`src/rtl/mpl_pkg.sv`:
```
package mpl_pkg;
  localparam int HOST_W = 8;
  localparam int WORD_W = 32;
  localparam int MADDR_W = 28;
  localparam int BYTES = WORD_W / HOST_W;
  localparam int BP_W = $clog2(BYTES);

  typedef enum logic [1:0] {
    SEL_CTRL = 2'd0,
    SEL_MBOX = 2'd1,
    SEL_STAT = 2'd2
  } host_sel_e;
endpackage

```
`src/rtl/mpl_mbox_addr.sv`:
```
module mpl_mbox_addr
  import mpl_pkg::*;
#(
  parameter logic [WORD_W-1:0] REV_CODE = 32'h5A3C_0001
) (
  input  logic              clk,
  input  logic              rst_n,
  input  logic              bp_load,
  input  logic [BP_W-1:0]   bp_value,
  input  logic              byte_wr,
  input  logic              byte_rd,
  input  logic [HOST_W-1:0] byte_in,
  output logic [BP_W-1:0]   bp,
  output logic [HOST_W-1:0] byte_out,
  output logic [WORD_W-1:0] mbox_word
);
  logic [HOST_W-1:0] lane [BYTES];

  always_ff @(posedge clk) begin
    if (!rst_n) bp <= '0;
    else if (bp_load) bp <= bp_value;
    else if (byte_wr || byte_rd) bp <= bp + 1'b1;
  end

  for (genvar g = 0; g < BYTES; g++) begin : g_lane
    localparam int HI = WORD_W - 1 - g * HOST_W;
    always_ff @(posedge clk) begin
      if (!rst_n) lane[g] <= REV_CODE[HI -: HOST_W];
      else if (byte_wr && bp == BP_W'(g)) lane[g] <= byte_in;
    end
    assign mbox_word[HI -: HOST_W] = lane[g];
  end

  assign byte_out = lane[bp];

  p_lane_store_r3: assert property (@(posedge clk) disable iff (!rst_n)
    (byte_wr && !bp_load) |=> (lane[$past(bp)] == $past(byte_in)));
endmodule

```
`src/rtl/mpl_ptr_file.sv`:
```
module mpl_ptr_file
  import mpl_pkg::*;
#(
  parameter int NREGS = 32,
  localparam int IDX_W = $clog2(NREGS)
) (
  input  logic              clk,
  input  logic              rst_n,
  input  logic              we,
  input  logic [IDX_W-1:0]  idx,
  input  logic [WORD_W-1:0] wdata,
  output logic [WORD_W-1:0] rdata
);
  logic [WORD_W-1:0] regs [NREGS];

  for (genvar g = 0; g < NREGS; g++) begin : g_reg
    always_ff @(posedge clk) begin
      if (!rst_n) regs[g] <= '0;
      else if (we && idx == IDX_W'(g)) regs[g] <= wdata;
    end
  end

  assign rdata = regs[idx];

  p_reg_store_r8: assert property (@(posedge clk) disable iff (!rst_n)
    we |=> (regs[$past(idx)] == $past(wdata)));
endmodule

```
`src/rtl/mpl_xfer_ctl.sv`:
```
module mpl_xfer_ctl
  import mpl_pkg::*;
#(
  parameter int IDX_W = 5
) (
  input  logic               clk,
  input  logic               rst_n,
  input  logic               start,
  input  logic               dir_in,
  input  logic [IDX_W-1:0]   idx_in,
  input  logic [WORD_W-1:0]  mbox_word,
  output logic               busy,
  output logic [IDX_W-1:0]   idx_q,
  output logic               ram_we,
  output logic               mem_valid,
  input  logic               mem_ready,
  output logic               mem_we,
  output logic [MADDR_W-1:0] mem_addr
);
  logic dir_q;

  always_ff @(posedge clk) begin
    if (!rst_n) begin
      busy     <= 1'b0;
      dir_q    <= 1'b0;
      idx_q    <= '0;
      mem_addr <= '0;
    end else if (!busy) begin
      if (start) begin
        busy     <= 1'b1;
        dir_q    <= dir_in;
        idx_q    <= idx_in;
        mem_addr <= mbox_word[MADDR_W-1:0];
      end
    end else if (mem_ready) begin
      busy <= 1'b0;
    end
  end

  assign mem_valid = busy;
  assign mem_we    = dir_q;
  assign ram_we    = busy && mem_ready && !dir_q;

  p_hold_r7: assert property (@(posedge clk) disable iff (!rst_n)
    (mem_valid && !mem_ready) |=> (mem_valid && $stable(mem_addr) && $stable(mem_we) && $stable(idx_q)));
  p_finish_r10: assert property (@(posedge clk) disable iff (!rst_n)
    (mem_valid && mem_ready) |=> !mem_valid);
endmodule

```
`src/rtl/mbox_ptr_loader.sv`:
```
module mbox_ptr_loader
  import mpl_pkg::*;
#(
  parameter logic [31:0] REV_CODE = 32'h5A3C_0001,
  parameter int NREGS = 32,
  localparam int IDX_W = $clog2(NREGS)
) (
  input  logic         clk,
  input  logic         rst_n,
  input  logic         host_wr,
  input  logic         host_rd,
  input  logic [1:0]   host_sel,
  input  logic [7:0]   host_wdata,
  output logic [7:0]   host_rdata,
  output logic         mem_valid,
  input  logic         mem_ready,
  output logic         mem_we,
  output logic [27:0]  mem_addr,
  output logic [31:0]  mem_wdata,
  input  logic [31:0]  mem_rdata
);
  logic              ctrl_wr, mbox_wr, mbox_rd, stat_wr, start, busy, done, ram_we;
  logic              dir_r;
  logic [IDX_W-1:0]  idx_r, idx_q;
  logic [BP_W-1:0]   bp;
  logic [HOST_W-1:0] mbox_byte;
  logic [WORD_W-1:0] mbox_word;

  assign ctrl_wr = host_wr && host_sel == SEL_CTRL;
  assign mbox_wr = host_wr && host_sel == SEL_MBOX;
  assign mbox_rd = host_rd && host_sel == SEL_MBOX;
  assign stat_wr = host_wr && host_sel == SEL_STAT;
  assign done    = !busy;
  assign start   = stat_wr && !host_wdata[0] && done;

  always_ff @(posedge clk) begin
    if (!rst_n) begin
      idx_r <= '0;
      dir_r <= 1'b0;
    end else if (ctrl_wr) begin
      idx_r <= host_wdata[IDX_W-1:0];
      dir_r <= host_wdata[5];
    end
  end

  mpl_mbox_addr #(.REV_CODE(REV_CODE)) u_addr (
    .clk(clk), .rst_n(rst_n),
    .bp_load(ctrl_wr), .bp_value(host_wdata[7:6]),
    .byte_wr(mbox_wr), .byte_rd(mbox_rd), .byte_in(host_wdata),
    .bp(bp), .byte_out(mbox_byte), .mbox_word(mbox_word)
  );

  mpl_xfer_ctl #(.IDX_W(IDX_W)) u_ctl (
    .clk(clk), .rst_n(rst_n), .start(start), .dir_in(dir_r), .idx_in(idx_r),
    .mbox_word(mbox_word), .busy(busy), .idx_q(idx_q), .ram_we(ram_we),
    .mem_valid(mem_valid), .mem_ready(mem_ready), .mem_we(mem_we), .mem_addr(mem_addr)
  );

  mpl_ptr_file #(.NREGS(NREGS)) u_ptr (
    .clk(clk), .rst_n(rst_n), .we(ram_we), .idx(idx_q),
    .wdata(mem_rdata), .rdata(mem_wdata)
  );

  always_comb begin
    host_rdata = '0;
    case (host_sel)
      SEL_CTRL: host_rdata = {bp, dir_r, 5'(idx_r)};
      SEL_MBOX: host_rdata = mbox_byte;
      SEL_STAT: host_rdata = {7'd0, done};
      default:  host_rdata = '0;
    endcase
  end

  p_start_r6: assert property (@(posedge clk) disable iff (!rst_n)
    start |=> (mem_valid && host_sel != SEL_STAT || mem_valid));
  p_busy_ignore_r11: assert property (@(posedge clk) disable iff (!rst_n)
    (stat_wr && busy && !mem_ready) |=> (mem_valid && $stable(mem_addr)));
  p_wdata_hold_r7: assert property (@(posedge clk) disable iff (!rst_n)
    (mem_valid && !mem_ready) |=> $stable(mem_wdata));
endmodule

```
`config.mk`:
```
export PLATFORM = sky130hd
export DESIGN_NAME = mbox_ptr_loader
export DESIGN_NICKNAME = d
export VERILOG_FILES = /design/src/rtl/mpl_pkg.sv /design/src/rtl/mpl_mbox_addr.sv /design/src/rtl/mpl_ptr_file.sv /design/src/rtl/mpl_xfer_ctl.sv /design/src/rtl/mbox_ptr_loader.sv
export SDC_FILE = /design/constraint.sdc
export NUM_CORES = 2
export LEC_CHECK = 0
export CORE_MARGIN = 1
export CORE_UTILIZATION = 25
export DETAILED_ROUTE_END_ITERATION = 12
export DONT_BUFFER_PORTS = 1
export SYNTH_ARGS = -nofsm -noshare
export SYNTH_HDL_FRONTEND = slang
export SYNTH_SLANG_ARGS = --single-unit
```
`constraint.sdc`:
```
create_clock -name clk -period 4.4 [get_ports clk]
set_clock_uncertainty 0.2 [all_clocks]
set_input_delay 1.32 -clock clk [delete_from_list [all_inputs] [get_ports clk]]
set_output_delay 1.32 -clock clk [all_outputs]
set_load 0.01 [all_outputs]
```
== Yosys cells after proc, flatten, opt, wreduce, memory -nomap -nowiden ==
Memories as Yosys holds them, arrays and structs flattened. A register that Yosys moved wholly into a read port is not among the register bits.
Index checks and enable logic that the tools add are counted.

* Register bits after elaboration: 15
* Bits in writable memories: 1056
* Bits of input ports: 47
* Logic and storage cells: 294
* Memories kept: 2

* Add/subtract/negate cells: 1
* Equal/unequal tests: 36
* Multiplexer cells: 155
* Bitwise gates (word level): 37
* Reduce and logical (&&, ||, !) cells: 57

{| class="wikitable"
|+ Memories
! memory !! words !! width !! rd ports !! clocked after Yosys merged registers in !! write ports !! line !! RTL
|-
| u_ptr.regs || 32 || 32 || 1 || 1 || 32 || mpl_ptr_file.sv:14 || <nowiki>logic [WORD_W-1:0] regs [NREGS];</nowiki>
|-
| u_addr.lane || 4 || 8 || 5 || 5 || 4 || mpl_mbox_addr.sv:17 || <nowiki>logic [HOST_W-1:0] lane [BYTES];</nowiki>
|}

{| class="wikitable"
|+ Operator list
! kind !! number
|-
| 2-to-1 mux 32 bit || 32
|-
| 2-to-1 mux 1 bit || 112
|-
| == test 5 bit, second input constant || 16
|-
| logical AND 1 bit || 44
|-
| == test 5 x 4 -> 1 bit, second input constant || 8
|-
| OR 1 bit || 36
|-
| 2-to-1 mux 8 bit || 4
|-
| case mux 8 bit (3 select lines) || 1
|-
| == test 5 x 3 -> 1 bit, second input constant || 4
|-
| == test 5 x 2 -> 1 bit, second input constant || 2
|-
| 2-to-1 mux 5 bit || 2
|-
| 2-to-1 mux 2 bit || 4
|-
| logical NOT 1 bit || 7
|-
| == test 2 bit, second input constant || 3
|-
| == test 5 x 1 -> 1 bit, second input constant || 1
|-
| logical NOT 5 bit || 1
|-
| == test 2 x 1 -> 1 bit, second input constant || 2
|-
| logical NOT 2 bit || 2
|-
| adder 2 x 1 -> 2 bit, second input constant || 1
|-
| AND reduction 2 bit || 1
|-
| nonzero test 2 bit || 1
|-
| logical OR 1 bit || 1
|-
| inverter 1 bit || 1
|}

== Logic depth before layout (Yosys ltp) ==
* Depth after elaboration: 7
* Mapped depth: 8
* Mapped depth without buffers: 5

== By module ==
A second synthesis with hierarchy kept.

* Cells, all modules: 3440
* Area total of the unflattened synthesis: 50104.3 um2

{| class="wikitable"
|+ By module, submodules not included
! module !! instances !! cells each !! area an instance (um2)
|-
| mpl_ptr_file || 1 || 3126 || 46580.9
|-
| mpl_mbox_addr || 1 || 109 || 1646.6
|-
| mpl_xfer_ctl || 1 || 155 || 1456.4
|-
| mbox_ptr_loader || 1 || 50 || 420.4
|}

== Worst setup path after synthesis ==
Ideal clock, no wire load.

* Path type: input to register
* Start: input port mem_ready
* End: memory u_ptr.regs[27][0] (enable)
* Library setup time: 466 ps
* Data arrival time: 3975 ps
* Data required time: 3734 ps
* Path slack: -241 ps
* Stages: 3
* Buffers on the path: 1
* Cell sequence: nand3_1 > clkbuf_1 > o21ai_0

{| class="wikitable"
|+ RTL lines
! element !! line !! RTL
|-
| from (decl) || mbox_ptr_loader.sv:16 || <nowiki>input logic mem_ready,</nowiki>
|-
| to (decl) || mpl_ptr_file.sv:14 ||
|}

==> flow_summary.yaml <==
global_route:
  grt_pass1_wl_um: 211000
  grt_overflow_total: 0
  grt_pass1_vias: 30800
  grt_max_degree: 91
  antenna_found_initial: 6
  grtUsageTotal_pct: 13.9
floorplanning:
  num_io_pins: 117
  die_h_um: 453
  dieArea_um2: 205000
  initial_utilization_pct: 25.1
  rows: 165
  die_w_um: 453
  coreArea_um2: 202000
yosys:
  synthDistinctLibCells: 41
  synth_xor_area_share_pct: 0
  synth_compound_area_share_pct: 4.84
  muxShareOfSynthArea_pct: 10.7
  synth_warnings: 0
  synth.top_cells.by_count: "1056 x edfxtp_1, 1048 x and2_1, 527 x mux2i_1, 187 x clkbuf_1, 185 x nand2_1"
  synth.top_cells.by_area: "edfxtp_1 62%, and2_1 13%, mux2i_1 10%"
  synth_edf_count: 1056
  synth_fp_nets: 3861
  synth.largest_area_cell: "edfxtp_1"
  synth-simple-area-share_pct: 16.7
  synth_fa_ha_area_share_pct: 0.0986
  yosysTopAreaCellShare_pct: 62.5
  async_flop_share_pct: 0
  yosysMostFrequentCell: "edfxtp_1"
  synth_top_family_by_area: "simple AND/OR/NAND/NOR gates"
  synthCells: 3810
  ys.flop_type: "edfxtp_1"
  synth-seq-cells: 1106
  netlist_area_um2: 50800
  syn_area_per_cell_um2: 13.3
  synth-seq-area-share_pct: 64.4
final_layout:
  drive_above_1_share_pct: 13.5
  n_fill_cell: 20200
  finalInstanceArea_um2: 59500
  final_nets: 3855
  regArea_um2: 32700
  multi_input_area_um2: 17300
  area_delta_synth_final_pct: 17.1
power:
  combPwrFrac_pct: 3.4
  peakVddDrop_uv: 312
  power_switching_uw: 4780
  powerDensity_nw_per_um2: 370
  p_seq_share_pct: 54.3
  internal-power_uw: 17200
  sw_frac_of_total_pct: 21.7
  total_power_uw: 22000
  p_leak_uw: 0.0201
  power_frac_clock_pct: 42.3
placement:
  place_area_um2: 54500
  gp_congestion: 0.781
  io_buffer_count: 0
  dp_hpwl_um: 81900
  place_ws_ps: 415
critical_path:
  critPathKind: "reg2out"
  required_ps: 2880
  r2r_cells: 3
  ff2ff_setup_slack_ps: 1360
  worstPathArrival_ps: 2820
  cp_max_fo: 20
  timing.rr.start: "u_ctl.busy"
  end_kind: "output pin"
  crit-reg2reg-capture: "u_ptr.regs[27][2]"
  cp-start-kind: "flop"
  endpoint: "mem_wdata[4]"
timing:
  relSlewSlack_pct: 15.9
  timing.hold.ws_ps: 285
  tns_ps: 0
  setup_viol: 0
  clock.fmax_ghz: 0.230
  min_period_ps: 4340
  rsz0062_at_grt: "yes"
  finalHoldViolations: 0
  post-route-period-util_pct: 98.7
  slew_violations: 0
  layout_setup_ws_ps: 55.0
  worstMarginPinSlew_ps: 1260
clocking:
  htree_num_levels: 3
  cts_buffer_depth: 3
  cts_root_buf: "clkbuf_16"
  cts_tree: "done"
  cts_sinks: 1106
  cts-buffers-inserted: 116
  cts_hold_buf: 0
  clk_latency_ps: 700
  path_clk_slew_ps: 60
detailed_routing:
  wire_per_inst_um: 22.4
  drt_iter0_drc: 2663
  vias_per_cell: 4.60
  drc: 0
  firstDrtPassIters: 7
  wirelength_um: 147000
  vias: 30200
  drtAntennaViolNets: 0
status:
  status: "finished clean"
worst_hold_path:
  min_path_type: "reg2reg"
run:
  drv_cap: 0
layout make-up:
class	instances	share of cell area [%]
sequential	1106	55.0
multi-input combinational	2358	29.1
tap	2672	5.62
clock buffer	152	5.18
timing repair buffer	219	4.28
clock inverter	51	0.789
antenna	6	0.0252
inverter	3	0.0189
power groups by stage:
stage	registers (µW)	clock network (µW)	logic, µW
2_1_floorplan	12200	0	480
3_3_place_gp	12200	0	723
3_5_place_dp	12200	0	729
4_1_cts	11900	9480	749
5_1_grt	12000	9850	796
6_report	11900	9310	751
metal layers:
metal,vias up,GRT usage [%],routed length [µm]
li1,13600,-,-
met1,15500,17.2,60700
met4,0,4.22,4180
met3,218,3.13,10000
met2,906,24.1,72200
met5,-,0,0
state kept, by name (all words and copies together) (netlist names), named ones only:
register	cells
u_ctl.idx_q	5
u_addr.bp	2
u_ctl.mem_we	1
u_addr.lane	32
u_ctl.mem_addr	28
dir_r	1
u_ctl.busy	1
idx_r	5
u_ptr.regs	1024
worst max-delay path, stage by stage (launching register included):
cell       delay, ps
dfxtp_4          440
nor2b_4          240
buf_4            170
bufbuf_16        340
a22o_1           180
nor3_1            90
a31oi_2          370
nand3_2          230
cell usage in the layout, fill, tap and decap left out, types with 23 or more instances in the layout:
cell type / instances
and2_1: 1047
dfxtp_1: 47
edfxtp_1: 1056
nand3_2: 23
mux2i_1: 520
clkbuf_16: 124
a22oi_1: 96
clkbuf_1: 33
nand2_1: 184
nor2_2: 23
buf_12: 24
o21ai_4: 32
a21boi_0: 34
buf_4: 157
a21oi_1: 97
nand3_1: 78
a22o_1: 64
metrics by stage:
stage	std cells	utilization (%)
after floorplan	3810	-
after global placement	6296	27.0
after detailed placement	6296	27.0
after CTS	6532	29.2
after global routing	6561	29.4
final	6567	29.5
cells by family (layout without fill, tap and decap cells):
| logic type | after synthesis | in the layout |
|---|---|---|
| adder cells (fa/ha/maj) | 4 | 4 |
| AO/OA/AOI/OAI | 365 | 365 |
| buffers and inverters | 347 | 425 |
| multiplexers | 535 | 535 |
| flip-flops | 1106 | 1106 |
| AND/OR/NAND/NOR | 1453 | 1454 |
| other | 0 | 6 |
repair_timing:
item	4_1_cts	5_1_grt
buffers inserted	21	22
cloned	12	7
gates resized for setup	78	38
pin swaps	4	8
setup endpoints to repair	32	25
worst min path at each step:
| stage | from | endpoint | depth (start not counted) |
|---|---|---|---|
| after floorplan | dir_r | u_ctl.mem_we | 2 |
| after global placement | dir_r | u_ctl.mem_we | 2 |
| after detailed placement | dir_r | u_ctl.mem_we | 2 |
| after CTS | dir_r | u_ctl.mem_we | 2 |
| after global routing | dir_r | u_ctl.mem_we | 2 |
| final | dir_r | u_ctl.mem_we | 2 |
(Power assumes the default switching activity.)
